<file path="src/rtl/dsss_pkg.sv">
package dsss_pkg;
    // PN register geometry; taps at the two top stages give a 15-chip period
    parameter int unsigned PN_W     = 4;
    parameter int unsigned TAP_HI   = PN_W - 1;
    parameter int unsigned TAP_LO   = PN_W - 2;
    parameter int unsigned WORD_W   = 8;
    localparam int unsigned CNT_W   = $clog2(WORD_W);
    localparam logic [CNT_W-1:0] CNT_LAST = CNT_W'(WORD_W - 1);

    typedef logic [PN_W-1:0] pn_state_t;

    typedef struct packed {
        pn_state_t sr;
    } lfsr_regs_t;

    typedef struct packed {
        logic [WORD_W-1:0] shreg;
        logic [CNT_W-1:0]  cnt;
    } ser_regs_t;
endpackage

</file>
<file path="src/rtl/chip_lfsr.sv">
module chip_lfsr
    import dsss_pkg::*;
(
    input  logic      clk,
    input  logic      rst,
    input  logic      step_i,
    output logic      chip_o,
    output logic      start_o,
    output logic      wrap_o,
    output pn_state_t state_o
);
    lfsr_regs_t r_d, r_q;
    pn_state_t  shifted;

    // shift chain, feedback enters stage 0
    assign shifted[0] = ~(r_q.sr[TAP_HI] ^ r_q.sr[TAP_LO]);
    genvar gi;
    generate
        for (gi = 1; gi < int'(PN_W); gi++) begin : g_chain
            assign shifted[gi] = r_q.sr[gi-1];
        end
    endgenerate

    always_comb begin
        r_d    = r_q;
        wrap_o = 1'b0;
        if (rst) begin
            r_d.sr = '0;
        end else if (step_i) begin
            r_d.sr = shifted;
            wrap_o = (shifted == '0);
        end
    end

    always_ff @(posedge clk) begin
        r_q <= r_d;
    end

    assign chip_o  = r_q.sr[PN_W-1];
    assign start_o = (r_q.sr == '0);
    assign state_o = r_q.sr;
endmodule

</file>
<file path="src/rtl/word_serializer.sv">
module word_serializer
    import dsss_pkg::*;
(
    input  logic              clk,
    input  logic              rst,
    input  logic              adv_i,
    input  logic [WORD_W-1:0] word_i,
    output logic              bit_o
);
    ser_regs_t r_d, r_q;
    logic      term;

    // terminal count doubles as the parallel-load request
    assign term = (r_q.cnt == CNT_LAST);

    always_comb begin
        r_d = r_q;
        if (rst) begin
            r_d.shreg = '0;
            r_d.cnt   = CNT_LAST;
        end else if (adv_i) begin
            if (term) begin
                r_d.shreg = word_i;
                r_d.cnt   = '0;
            end else begin
                r_d.shreg = {r_q.shreg[WORD_W-2:0], 1'b0};
                r_d.cnt   = r_q.cnt + 1'b1;
            end
        end
    end

    always_ff @(posedge clk) begin
        r_q <= r_d;
    end

    assign bit_o = r_q.shreg[WORD_W-1];
endmodule

</file>
<file path="src/rtl/chip_spreader.sv">
module chip_spreader (
    input  logic data_i,
    input  logic chip_i,
    output logic spread_o
);
    // equality on 0/1 levels matches the product of the +/-1 levels
    assign spread_o = ~(data_i ^ chip_i);
endmodule

</file>
<file path="src/rtl/dsss_spreader.sv">
module dsss_spreader
    import dsss_pkg::*;
(
    input  logic              clk,
    input  logic              rst,
    input  logic              chip_en,
    input  logic [WORD_W-1:0] word_in,
    output logic              spread_o,
    output logic              pn_o,
    output logic              data_o,
    output logic              period_o
);
    logic      wrap;
    pn_state_t lfsr_state;

    chip_lfsr u_lfsr (
        .clk     (clk),
        .rst     (rst),
        .step_i  (chip_en),
        .chip_o  (pn_o),
        .start_o (period_o),
        .wrap_o  (wrap),
        .state_o (lfsr_state)
    );

    word_serializer u_ser (
        .clk    (clk),
        .rst    (rst),
        .adv_i  (wrap),
        .word_i (word_in),
        .bit_o  (data_o)
    );

    chip_spreader u_spread (
        .data_i   (data_o),
        .chip_i   (pn_o),
        .spread_o (spread_o)
    );
endmodule

</file>
<file path="config.mk">
export PLATFORM = sky130hd
export DESIGN_NAME = dsss_spreader
export DESIGN_NICKNAME = d
export VERILOG_FILES = /design/src/rtl/dsss_pkg.sv /design/src/rtl/chip_lfsr.sv /design/src/rtl/word_serializer.sv /design/src/rtl/chip_spreader.sv /design/src/rtl/dsss_spreader.sv
export SDC_FILE = /design/constraint.sdc
export NUM_CORES = 1
export LEC_CHECK = 0
export BUFFER_PORTS_ARGS = -buffer_cell sky130_fd_sc_hd__buf_2
export CORE_MARGIN = 3
export CORE_UTILIZATION = 50
export DETAILED_ROUTE_END_ITERATION = 10
export PLACE_DENSITY_LB_ADDON = 0.15
export SYNTH_ARGS = -nofsm -noshare
export SYNTH_HDL_FRONTEND = slang
export SYNTH_SLANG_ARGS = --single-unit
</file>
<file path="constraint.sdc">
create_clock -name clk -period 5.3 [get_ports clk]
set_input_delay 0.53 -clock clk [delete_from_list [all_inputs] [get_ports clk]]
set_output_delay 0.53 -clock clk [all_outputs]
set_load 0.005 [all_outputs]
</file>
==> results.ini <==
[worst_setup_path]
cp-start-kind=flop
timing.critical_path.required_ps=5480
timing.critical_path.cells=inv_1 > ha_1 > and4bb_1 > a21boi_2 > a211o_1
crit_slowest_cell=and4bb_1
crit_path_max_incr_delay_ps=470
timing.critical_path.to_type=flop
timing.critical_path.fanout_max=11
worstSetupPathType=flop to flop
cp_data_arrival_time_ps=2200

[placed_design]
port_buffers=14
detailedPlacementHpwl_um=923
post-place-cells=93
place.gp.congestion=0.684

[route]
detailedRoute.firstPassIterationCount=2
drt_drc_violations_left=0
routedWlPerCell_um=13.4
dr_total_vias=568
finalWirelength_mm=1.30
ant_nets=0
drt_iter0_markers=10
viasPerCell=5.86

[pwr]
p_total_w=0.000205
power_leakage_nw=0.350
p_per_area_nw_per_um2=253
worst_ir_drop_vdd_uv=154

[logic_synthesis]
synth_warn=0
yosysUniqueCellTypes=22
mappedNetlistArea_um2=733
synth_area_per_cell_um2=10.6
synth.ff_latch_count=15
seq_area_frac_synth_pct=41.0
syn-instance-count=69
net_count_after_synthesis=83

[final_layout]
fin_cells=97
insertedDiodeCount=0
layout.cells.most_common_list=dfxtp_1, buf_2, mux2i_1
final_util_pct=60.8
final_layout_size_suffix_gt1_share_pct=26.8
final_common_cell=dfxtp_1
num-fill-cells=135
area_growth_pct=10.6
nets=97

[timing]
max_clock_freq_mhz=495
setup_violations=0
tightest_slew_ps=474
setup_repair_after_global_routing_missed_its_margin=no
timing.clock.skew_ps=3.87
min_period_ps=2020
max-slew-margin-rel_pct=68.4
timing.hold.ws_ps=481
finalCritPeriodShare_pct=38.1
timing.final.max_slew_violations=0
final_hold_viol_count=0
setup_total_negative_slack_ps=0

[clocking]
holdBufCountCts=0
cts_htree_levels=1
worstSkewPairLatency_ps=280
post_cts.repair.setup_buffers=0
worst_setup_hold_path_clk_slew_ps=90
number_of_clock_sinks=15
postCtsResizedCells=0
bufs_on_longest_clock_path=2
cts_made_buffers=3
ctsRootBufferMaster=clkbuf_4
cts_tree=built

[floorplan]
fp.dieW_um=44.3
floorplan.die.height_um=44.3
rows=13
initial_utilization_pct=55.0
io_pins=15
core_region_area_um2=1330
fp.dieArea_um2=1960

[flow_run]
timing.max_cap.violations=0

[grt]
grt_pass1_vias=484
grt_start_max_net_pins=16
global_route_wire_length_before_repair_mm=2.12
number_of_antenna_violations_at_the_first_check_in_global_routing=0
grt.overflow.total=0
globalRouteTotalUtil_pct=14.8

[status]
status=complete, no violations

[hold_path]
hold_path.class=flop to flop

power by group:
group / leakage, nW / switching (W) / internal (W)
logic: 0.210 / 0.0000108 / 0.0000117
registers: 0.122 / 0.00000253 / 0.000115
clock network: 0.0177 / 0.0000367 / 0.0000280
path summary, 6_finish.rpt:
check	startpoint	end	slack, ps	cells after the start
worst max-delay path	u_lfsr.state_o[2]	u_ser.r_q[1]	3280	5
worst min-delay path	u_ser.r_q[3]	u_ser.r_q[3]	480	2
worst max register to register	u_lfsr.state_o[2]	u_ser.r_q[1]	3280	5
worst min register to register	u_ser.r_q[3]	u_ser.r_q[3]	480	2
flip-flops by register name, indices dropped and copies added (netlist names):
signal          flops
u_lfsr.state_o      4
u_ser.r_q          10
u_ser.bit_o         1
synthesized netlist by cell type:
master,number,area share [%]
dfxtp_1,15,41
mux2i_1,10,14
a211oi_1,8,8.2
a21oi_1,8,5.5
nor2_1,4,2.0
ha_1,3,5.1
a211o_1,2,2.4
a21boi_2,2,3.1
buf_6,2,3.1
inv_1,2,1.0
o21ai_0,2,1.4
and4bb_1,1,1.7
buf_2,1,0.68
buf_4,1,1.0
clkbuf_1,1,0.51
nand3b_1,1,1.0
nand4_1,1,0.85
nand4bb_4,1,3.8
nor2_2,1,0.85
nor3b_1,1,1.0
or4_1,1,1.0
xnor2_1,1,1.2
logic make-up (layout without fill, tap and decap cells):
family / after synthesis / after routing / share of synthesized area, %
AO/OA/AOI/OAI: 22 / 22 / 20.5
XOR/XNOR: 1 / 1 / 1.19
adder cells (fa/ha/maj): 3 / 3 / 5.12
buffers and inverters: 7 / 20 / 6.31
flip-flops: 15 / 15 / 41.0
multiplexers: 10 / 10 / 13.7
AND/OR/NAND/NOR: 11 / 11 / 12.3
stage by stage:
| stage | area [um^2] | setup slack (ps) |
|---|---|---|
| finish | 811 | 3280 |
| floorplan | 733 | 3580 |
| detailed placement | 783 | 3280 |
| global placement | 783 | 3380 |
| CTS | 811 | 3260 |
| global route | 811 | 3100 |
cell type report:
| class | instances | area (um^2) | share of cell area, % |
|---|---|---|---|
| clock buffer | 3 | 22.5 | 2.78 |
| timing repair buffer | 14 | 70.1 | 8.64 |
| sequential | 15 | 300 | 37.0 |
| inverter | 2 | 7.51 | 0.926 |
| clock inverter | 1 | 5.00 | 0.617 |
| tap | 15 | 18.8 | 2.31 |
| multi-input combinational | 47 | 387 | 47.7 |
metal layers:
| metal | vias up | wire length (um) | GRT usage, % |
|---|---|---|---|
| met2 | 11 | 581 | 23.0 |
| met1 | 263 | 635 | 19.0 |
| li1 | 289 | - | - |
| met4 | 0 | 22 | 7.23 |
| met3 | 5 | 57 | 3.66 |
| met5 | - | 0 | 0 |
worst max-delay path: cells and delay by family, from the launching register on:
family / cells / cell delay, ps
flip-flops: 1 / 440
AND/OR/NAND/NOR: 1 / 470
adder cells (fa/ha/maj): 1 / 410
AO/OA/AOI/OAI: 2 / 370
buffers and inverters: 1 / 230
(Power assumes the default switching activity.)
